==> config.mk <==
export PLATFORM = sky130hd
export DESIGN_NAME = clkdiv_hs
export DESIGN_NICKNAME = d
export VERILOG_FILES = /design/src/rtl/clkdiv_pkg.sv /design/src/rtl/clkdiv_cfg.sv /design/src/rtl/clkdiv_hold.sv /design/src/rtl/clkdiv_phase.sv /design/src/rtl/clkdiv_hs.sv
export SDC_FILE = /design/constraint.sdc
export NUM_CORES = 1
export LEC_CHECK = 0
export BUFFER_PORTS_ARGS = -buffer_cell sky130_fd_sc_hd__buf_2
export CAP_MARGIN = 15
export CORE_MARGIN = 8
export CORE_UTILIZATION = 35
export CTS_CLUSTER_SIZE = 40
export DETAILED_ROUTE_END_ITERATION = 8
export PLACE_DENSITY_LB_ADDON = 0.05
export SLEW_MARGIN = 20
export SYNTH_ARGS = -nofsm -noshare
export SYNTH_HDL_FRONTEND = slang
export SYNTH_HIERARCHICAL = 1
export SYNTH_SLANG_ARGS = --single-unit
==> constraint.sdc <==
create_clock -name clk_i -period 5.9 [get_ports clk_i]
set_input_delay 0.885 -clock clk_i [delete_from_list [all_inputs] [get_ports clk_i]]
set_output_delay 0.885 -clock clk_i [all_outputs]
set_load 0.02 [all_outputs]
==> src/rtl/clkdiv_pkg.sv <==
package clkdiv_pkg;
  localparam int unsigned DIV_MIN  = 2;
  localparam int unsigned DIV_MAX  = 1045;
  localparam int unsigned HOLD_MIN = 9;  // half-steps, = 4.5 distribution cycles
endpackage

==> src/rtl/clkdiv_cfg.sv <==
module clkdiv_cfg #(
  parameter int DIV_W = 11,
  parameter int DLY_W = 11,
  localparam int HW = DLY_W + 1
) (
  input  logic             clk_i,
  input  logic             rst_ni,
  input  logic             sync_i,
  input  logic [DIV_W-1:0] div_i,
  input  logic [DLY_W-1:0] dly_i,
  input  logic             half_i,
  output logic [DIV_W-1:0] act_div_o,
  output logic [HW-1:0]    hold_len_o
);
  import clkdiv_pkg::*;
  localparam int DLY_FLOOR = (HOLD_MIN + 1) / 2;

  logic [DIV_W-1:0] div_c;

  always_comb begin
    if (div_i < DIV_W'(DIV_MIN))      div_c = DIV_W'(DIV_MIN);
    else if (div_i > DIV_W'(DIV_MAX)) div_c = DIV_W'(DIV_MAX);
    else                              div_c = div_i;
  end

  // hold length in half-steps, clamped to the legal minimum
  always_comb begin
    if (dly_i < DLY_W'(DLY_FLOOR)) hold_len_o = HW'(HOLD_MIN);
    else                           hold_len_o = {dly_i, 1'b0} - HW'(half_i);
  end

  always_ff @(posedge clk_i or negedge rst_ni) begin
    if (!rst_ni)     act_div_o <= DIV_W'(DIV_MIN);
    else if (sync_i) act_div_o <= div_c;
  end
endmodule

==> src/rtl/clkdiv_hold.sv <==
module clkdiv_hold #(
  parameter int HW = 12
) (
  input  logic          clk_i,
  input  logic          rst_ni,
  input  logic          sync_i,
  input  logic [HW-1:0] hold_len_i,
  output logic          busy_o,
  output logic          release_o
);
  logic [HW-1:0] cnt_q;

  assign release_o = busy_o && (cnt_q == '0);

  always_ff @(posedge clk_i or negedge rst_ni) begin
    if (!rst_ni) begin
      cnt_q  <= '0;
      busy_o <= 1'b0;
    end else if (sync_i) begin
      cnt_q  <= hold_len_i - HW'(1);
      busy_o <= 1'b1;
    end else if (release_o) begin
      busy_o <= 1'b0;
    end else if (busy_o) begin
      cnt_q <= cnt_q - HW'(1);
    end
  end
endmodule

==> src/rtl/clkdiv_phase.sv <==
module clkdiv_phase #(
  parameter int DIV_W = 11
) (
  input  logic             clk_i,
  input  logic             rst_ni,
  input  logic             sync_i,
  input  logic             release_i,
  input  logic [DIV_W-1:0] act_div_i,
  output logic             running_o,
  output logic             clk_o
);
  logic [DIV_W-1:0] cnt_q;

  always_ff @(posedge clk_i or negedge rst_ni) begin
    if (!rst_ni) begin
      cnt_q     <= '0;
      running_o <= 1'b0;
      clk_o     <= 1'b0;
    end else if (sync_i) begin
      cnt_q     <= '0;
      running_o <= 1'b0;
      clk_o     <= 1'b0;
    end else if (release_i) begin
      cnt_q     <= '0;
      running_o <= 1'b1;
      clk_o     <= 1'b1;
    end else if (running_o) begin
      if (cnt_q == act_div_i - DIV_W'(1)) begin
        cnt_q <= '0;
        clk_o <= ~clk_o;
      end else begin
        cnt_q <= cnt_q + DIV_W'(1);
      end
    end
  end
endmodule

==> src/rtl/clkdiv_hs.sv <==
module clkdiv_hs #(
  parameter int DIV_W = 11,
  parameter int DLY_W = 11
) (
  input  logic             clk_i,
  input  logic             rst_ni,
  input  logic [DIV_W-1:0] div_i,
  input  logic [DLY_W-1:0] dly_i,
  input  logic             half_i,
  input  logic             sync_i,
  output logic             clk_o
);
  localparam int HW = DLY_W + 1;

  logic [DIV_W-1:0] act_div;
  logic [HW-1:0]    hold_len;
  logic             hold_busy, hold_rel, running;

  clkdiv_cfg #(.DIV_W(DIV_W), .DLY_W(DLY_W)) u_cfg (
    .clk_i, .rst_ni, .sync_i, .div_i, .dly_i, .half_i,
    .act_div_o(act_div), .hold_len_o(hold_len)
  );

  clkdiv_hold #(.HW(HW)) u_hold (
    .clk_i, .rst_ni, .sync_i, .hold_len_i(hold_len),
    .busy_o(hold_busy), .release_o(hold_rel)
  );

  clkdiv_phase #(.DIV_W(DIV_W)) u_phase (
    .clk_i, .rst_ni, .sync_i, .release_i(hold_rel), .act_div_i(act_div),
    .running_o(running), .clk_o
  );
endmodule

== Word-level counts from Yosys, hierarchy flattened ==
Cells that the tools add are included.

* Bits in registers: 37
* Logic and storage cells: 43
* Input port bits: 26

* Mux-type cells: 18
* Bitwise gates (word level): 1
* Order comparisons: 3
* Eq/ne operators: 2
* $add $sub $neg: 5
* Reduce and logical (&&, ||, !) cells: 8

{| class="wikitable"
|+ Operator list
! kind !! number
|-
| $mux W11 || 6
|-
| $mux W12 || 4
|-
| $sub A12 B1 Y12 const B || 2
|-
| $logic_not A12 Y1 || 1
|-
| $sub A12 B1 Y12 || 1
|-
| $add A11 B1 Y11 const B || 1
|-
| $eq A11 B11 Y1 || 1
|-
| $gt A11 B11 Y1 const B || 1
|-
| $lt A11 B2 Y1 const B || 1
|-
| $lt A11 B3 Y1 const B || 1
|-
| $sub A11 B1 Y11 const B || 1
|-
| $mux W1 || 8
|-
| $reduce_bool A3 Y1 || 2
|-
| $reduce_and A2 Y1 || 2
|-
| $reduce_bool A2 Y1 || 2
|-
| $ne A2 B2 Y1 const B || 1
|-
| $logic_and A1 B1 Y1 || 1
|-
| $not A1 Y1 || 1
|}

== Depth between registers and ports, before layout ==
* Depth after elaboration: 6
* Gate-level depth with buffers: 12
* Depth with buffers taken out: 11

== Hierarchy ==
Netlist, hierarchy kept.

{| class="wikitable"
|+ By module, submodules not included
! module !! instances !! area an instance (µm²) !! seq. area each (µm²) !! cells each
|-
| clkdiv_phase || 1 || 1128.6 || 325.3 || 125
|-
| clkdiv_hold || 1 || 937.1 || 325.3 || 100
|-
| clkdiv_cfg || 1 || 779.5 || 276.5 || 90
|}

== Worst setup path after synthesis ==
No wires, ideal clock.

* Kind: input-to-reg
* From: in dly_i[3]
* To: reg u_hold.cnt_q[9]
* Cell stages on the path: 10
* Data arrival time: 3.397 ns
* Library setup time: 0.139 ns
* Path slack: 2.364 ns
* Buffers on the path: 1
* Required time: 5.761 ns
* Cell sequence: or4_4 -> nor3_2 -> and3_1 -> buf_6 -> nor2_1 -> or4b_1 -> o32a_4 -> or4_1 -> a221oi_2 -> a21oi_1

* Longest elaborated chain between the ends: 4
* Elaborated cells on any way between the ends: 5
* Those cells by class: add/sub: 2; order compare: 1; mux: 2

{| class="wikitable"
|+ Ends and longest elaborated chain
! what !! line !! RTL
|-
| from (decl) || clkdiv_hs.sv:8 || <nowiki>input logic [DLY_W-1:0] dly_i,</nowiki>
|-
| $sub A12 B1 Y12 / $lt A11 B3 Y1 (equally long branches) || clkdiv_cfg.sv:29, clkdiv_cfg.sv:28 ||
|-
| $mux W12 * || clkdiv_cfg.sv:28 || <nowiki>if (dly_i < DLY_W'(DLY_FLOOR)) hold_len_o = HW'(HOLD_MIN);</nowiki>
|-
| net hold_len[6] || clkdiv_hs.sv:16 || <nowiki>logic [HW-1:0] hold_len;</nowiki>
|-
| $sub A12 B1 Y12 * || clkdiv_hold.sv:20 || <nowiki>cnt_q <= hold_len_i - HW'(1);</nowiki>
|-
| $mux W12 * || clkdiv_hold.sv:19 || <nowiki>end else if (sync_i) begin</nowiki>
|-
| to (signal assigned) || clkdiv_hold.sv:20 ||
|-
| to (signal assigned) || clkdiv_hold.sv:25 || <nowiki>cnt_q <= cnt_q - HW'(1);</nowiki>
|-
| to (decl) || clkdiv_hold.sv:11 || <nowiki>logic [HW-1:0] cnt_q;</nowiki>
|}

Mark *: on every way through the listed nets, which the timed path passes. The rest lies on a longest branch.
A chain may end at the register's enable or synchronous reset.

== Final worst setup path ==
* From: in dly_i[3]
* To: reg u_hold.cnt_q[9]

* Longest elaborated chain between the ends: 4
* Elaborated cells on any way between the ends: 5
* Those cells by class: add/sub: 2; order compare: 1; mux: 2

{| class="wikitable"
|+ Ends and longest elaborated chain
! what !! line
|-
| $lt A11 B3 Y1 || clkdiv_cfg.sv:28
|-
| $mux W12 || clkdiv_cfg.sv:28
|-
| net hold_len[2] || clkdiv_hs.sv:16
|-
| $sub A12 B1 Y12 || clkdiv_hold.sv:20
|-
| $mux W12 || clkdiv_hold.sv:19
|}

The timed path passes the listed nets, and every way through them passes these cells.

==> impl_summary.log <==
[metrics] hold buffer count at cts: 0
[metrics] final hold violation count: 0
[metrics] Ant. Diodes: 0
[metrics] number of primary I/O pins: 27
[metrics] Mapped Nets: about 350
[metrics] Worst Tran Pin Value: about 1.0 ns
[metrics] relative contribution of sequential cells to total power: 45.2%
[metrics] reg-to-reg startpoint: u_cfg/act_div_o[0]
[metrics] Post-synth EDFFs: 0
[metrics] Layout Skew: between 0.008 and 0.009 ns
[metrics] nets: about 370
[metrics] Via density: roughly 5.2
[metrics] Min-Delay Endpoint: u_cfg/act_div_o[10]
[metrics] Distinct cells, synth: 62
[metrics] kind of end point of the critical path: flip-flop
[metrics] number of placed instances with taps included: 436
[metrics] total number of clock tree sinks: 37
[metrics] min-delay src: u_cfg/act_div_o[10]
[metrics] final cycle utilization of the critical path: approximately three fifths
[metrics] Placeable Area: 0.00805 mm2
[metrics] setup violation total in the final timing report: 0
[metrics] worst slew slack as a fraction of its limit: roughly 30%
[metrics] dominant cell by count in the synthesized netlist: sky130_fd_sc_hd__dfrtp_1
[metrics] vias in the first global route: around 2,300
[metrics] part of the power in combinational logic: roughly a fifth
[metrics] leakage power total: roughly 1.2 nW
[metrics] fraction of final layout cells sized beyond drive strength 1: 15.9%
[metrics] clock network power share: between 30% and 40%
[metrics] overall die width: 106 um
[metrics] post-cts gate resize count: 0
[metrics] leading area contributor after synthesis: sky130_fd_sc_hd__dfrtp_1
[metrics] Post-Layout Cell Count: 444
[metrics] Die Y-Extent: around 110 um
[metrics] Psw: 207 uW
[metrics] number of register bits inferred by synthesis: 37
[metrics] CTS tree: built
[metrics] number of antenna-violating nets in the routed design: 0
[metrics] element type at the critical path start: input pin
[metrics] number of fill cells in the layout: about 820
[metrics] HPWL after detailed placement: ~4.9 mm
[metrics] post-synthesis cell area: about 0.0028 mm2
[metrics] sequential cell area in the final layout: 927 um2
[metrics] FMAX: approximately 280 MHz
[metrics] total overflow reported by the global router: 0
[metrics] worst-path maximum fanout: 9
[metrics] reg-to-reg critical path endpoint: u_phase/cnt_q[3]
[metrics] Die Footprint: 0.0113 mm2
[metrics] total number of vias: 2,305
[metrics] initial antenna violation count: 0
[metrics] leading register cell type out of synthesis: sky130_fd_sc_hd__dfrtp_1
[metrics] per-instance average area after synthesis: 9.03 um2
[metrics] number of detailed-routing iterations run before antenna repair: 4
[metrics] RSZ-0062 raised after global routing: no
[metrics] count of buffers inserted at the top-level ports: 26
[metrics] layout overhead on the synthesized area: 10.6%
[metrics] post-layout min period: about 3.6 ns
[metrics] critical path arrival: ~3.8 ns
[metrics] global-route usage over all layers: 12.2%
[metrics] weighted congestion at the end of routability-driven global placement: roughly 0.77
[metrics] gate count of the mapped netlist: 315
[metrics] setup fix buffers added after clock tree synthesis: 0
[metrics] IR Drop Worst-Case VDD: just over 0.1 mV
[metrics] clock-pin transition on the worst setup and hold timing paths: about 0.080 ns
[metrics] Synth area leaders: sky130_fd_sc_hd__dfrtp_1 (32%), sky130_fd_sc_hd__xor2_1 (6.8%), sky130_fd_sc_hd__xnor2_1 (6.5%), sky130_fd_sc_hd__nor2_1 (3.8%), sky130_fd_sc_hd__nand2_1 (3.4%)
[metrics] depth of the worst register-to-register path: 8
[metrics] max_cap viols: 0
[metrics] data required time at the worst endpoint: 6.06 ns
[metrics] Initial Utilization: roughly 35%
[metrics] Clock Tree Root: sky130_fd_sc_hd__clkbuf_8
[metrics] clock network latency to the later pin of the worst-skew pair: between 0.2 and 0.3 ns
[metrics] multi-input combinational cell area: roughly 0.0018 mm2
[metrics] DRC: 0
[metrics] launching element of the worst setup path: dly_i[3]
[metrics] proportion of netlist area held by the largest area contributor: a little under a third
[metrics] wire length of the first global-routing pass: 11.4 mm
[metrics] largest net degree at the start of global routing: 38
[metrics] total power density per cell area: roughly 220 mW/mm2
[metrics] total detailed-routing wirelength: roughly 6.5 mm
[metrics] reg2reg setup slack: between 3 and 4 ns
[metrics] Post-synth ARST share: between 90% and 100%
[metrics] internal power of the cells: 480 uW
[metrics] synthesis warning total: 6
[metrics] leading post-synthesis cells by instance count: sky130_fd_sc_hd__dfrtp_1 (36), sky130_fd_sc_hd__nor2_1 (29), sky130_fd_sc_hd__nand2_1 (26)
[metrics] routed length per placed instance: about 15 um
[metrics] Core Rows: 33
[metrics] result of the run: completed
[metrics] Setup Crit Path Kind: in2reg
[metrics] proportion of synthesized chip area in sequential cells: between 30% and 40%
[metrics] maximum buffer depth of the clock tree: 2
[metrics] worst hold-check path type: reg2reg
[metrics] Total Neg Setup Slack: 0 ns
[metrics] first-iteration detailed-routing DRC count: approximately 100
[metrics] TritonCTS Buffers: 5
[metrics] fraction of power spent switching nets: a little under a third
[metrics] final count of pins violating max slew: 0
[metrics] worst hold path depth: 1
[metrics] H-tree levels: 2
-- worst max-delay path by stage --
stage	endpoint	slack (ns)	cells past startpoint
after floorplan	u_hold/cnt_q[9]	2.36	10
after global routing	u_hold/cnt_q[9]	2.13	10
after detailed placement	u_hold/cnt_q[9]	1.96	10
after CTS	u_hold/cnt_q[9]	2.26	10
final	u_hold/cnt_q[9]	2.27	10
after global placement	u_hold/cnt_q[9]	2.00	10
-- placed cells by master, fill, tap and decap left out, types with 3 or more instances in the layout --
| cell | n |
|---|---|
| sky130_fd_sc_hd__dfrtp_1 | 36 |
| sky130_fd_sc_hd__nor2_1 | 29 |
| sky130_fd_sc_hd__buf_2 | 26 |
| sky130_fd_sc_hd__nand2_1 | 26 |
| sky130_fd_sc_hd__xor2_1 | 22 |
| sky130_fd_sc_hd__xnor2_1 | 21 |
| sky130_fd_sc_hd__nor3_1 | 18 |
| sky130_fd_sc_hd__o21ai_0 | 15 |
| sky130_fd_sc_hd__a21oi_1 | 11 |
| sky130_fd_sc_hd__nand3b_1 | 9 |
| sky130_fd_sc_hd__nand3_1 | 9 |
| sky130_fd_sc_hd__inv_1 | 8 |
| sky130_fd_sc_hd__mux2i_1 | 8 |
| sky130_fd_sc_hd__clkbuf_8 | 6 |
| sky130_fd_sc_hd__nor4_1 | 6 |
| sky130_fd_sc_hd__o2bb2ai_1 | 6 |
| sky130_fd_sc_hd__or4_1 | 5 |
| sky130_fd_sc_hd__nor3b_1 | 4 |
| sky130_fd_sc_hd__and3_1 | 4 |
| sky130_fd_sc_hd__o31ai_1 | 4 |
| sky130_fd_sc_hd__ha_1 | 4 |
| sky130_fd_sc_hd__o21a_1 | 3 |
| sky130_fd_sc_hd__nand2b_1 | 3 |
| sky130_fd_sc_hd__nor2b_1 | 3 |
| sky130_fd_sc_hd__or2_2 | 3 |
| sky130_fd_sc_hd__nand4_1 | 3 |
-- cells by family (layout without fill, tap and decap cells) --
logic type	Yosys count	after routing	synth area share, %
AND/OR/NAND/NOR	138	138	27.9
buffers and inverters	20	44	4.18
adder cells (fa/ha/maj)	4	4	1.76
XOR/XNOR	43	43	13.2
flip-flops	37	37	32.6
AO/OA/AOI/OAI	62	62	16.4
multiplexers	11	11	4.00
-- through the flow --
step	hold slack [ns]	instance area, um2	util (%)	power, mW	setup WS, ns
floorplan	0.502	2850	-	0.414	2.36
global placement	0.513	3030	37.6	0.463	2.00
detailed placement	0.532	3030	37.6	0.461	1.96
CTS	0.549	3150	39.1	0.696	2.26
global route	0.569	3150	39.1	0.732	2.13
finish	0.544	3150	39.1	0.687	2.27
-- state kept, by name, indices dropped and copies added (netlist names) --
register / cells
u_phase/cnt_q: 11
u_cfg/act_div_o: 11
u_hold/cnt_q: 12
u_phase/clk_o: 1
u_phase/running_o: 1
u_hold/busy_o: 1
-- worst max-delay path: stages --
cell                       delay, ns
sky130_fd_sc_hd__buf_2          0.13
sky130_fd_sc_hd__or4_4          0.56
sky130_fd_sc_hd__nor3_2         0.17
sky130_fd_sc_hd__and3_1         0.37
sky130_fd_sc_hd__nor2_1         0.15
sky130_fd_sc_hd__or4_1          0.59
sky130_fd_sc_hd__o32a_4         0.24
sky130_fd_sc_hd__or4_1          0.42
sky130_fd_sc_hd__a221oi_2       0.22
sky130_fd_sc_hd__a21oi_1        0.06
-- metal layers --
metal	track usage, %	vias to the layer above	routed length, um
met4	2.81	0	42
met3	2.78	4	163
met1	17.7	1084	3590
li1	-	1194	-
met2	17.7	23	2700
met5	0	-	0
-- layout make-up --
type,instances,share of cell area [%]
inverters,9,1.07
repair buffers,27,4.38
well taps,105,4.18
clock buffers,7,2.74
flip-flops and latches,37,29.5
clock inverters,1,0.955
multi-input cells,258,57.2
-- power by group through the flow --
| stage | clock [mW] | combinational, mW | sequential, mW |
|---|---|---|---|
| 3_3_place_gp | 0 | 0.147 | 0.316 |
| 2_1_floorplan | 0 | 0.109 | 0.306 |
| 4_1_cts | 0.239 | 0.147 | 0.310 |
| 3_5_place_dp | 0 | 0.146 | 0.315 |
| 5_1_grt | 0.250 | 0.166 | 0.316 |
| 6_report | 0.231 | 0.146 | 0.310 |
No activity file was read; power rests on OpenSTA's default activity.
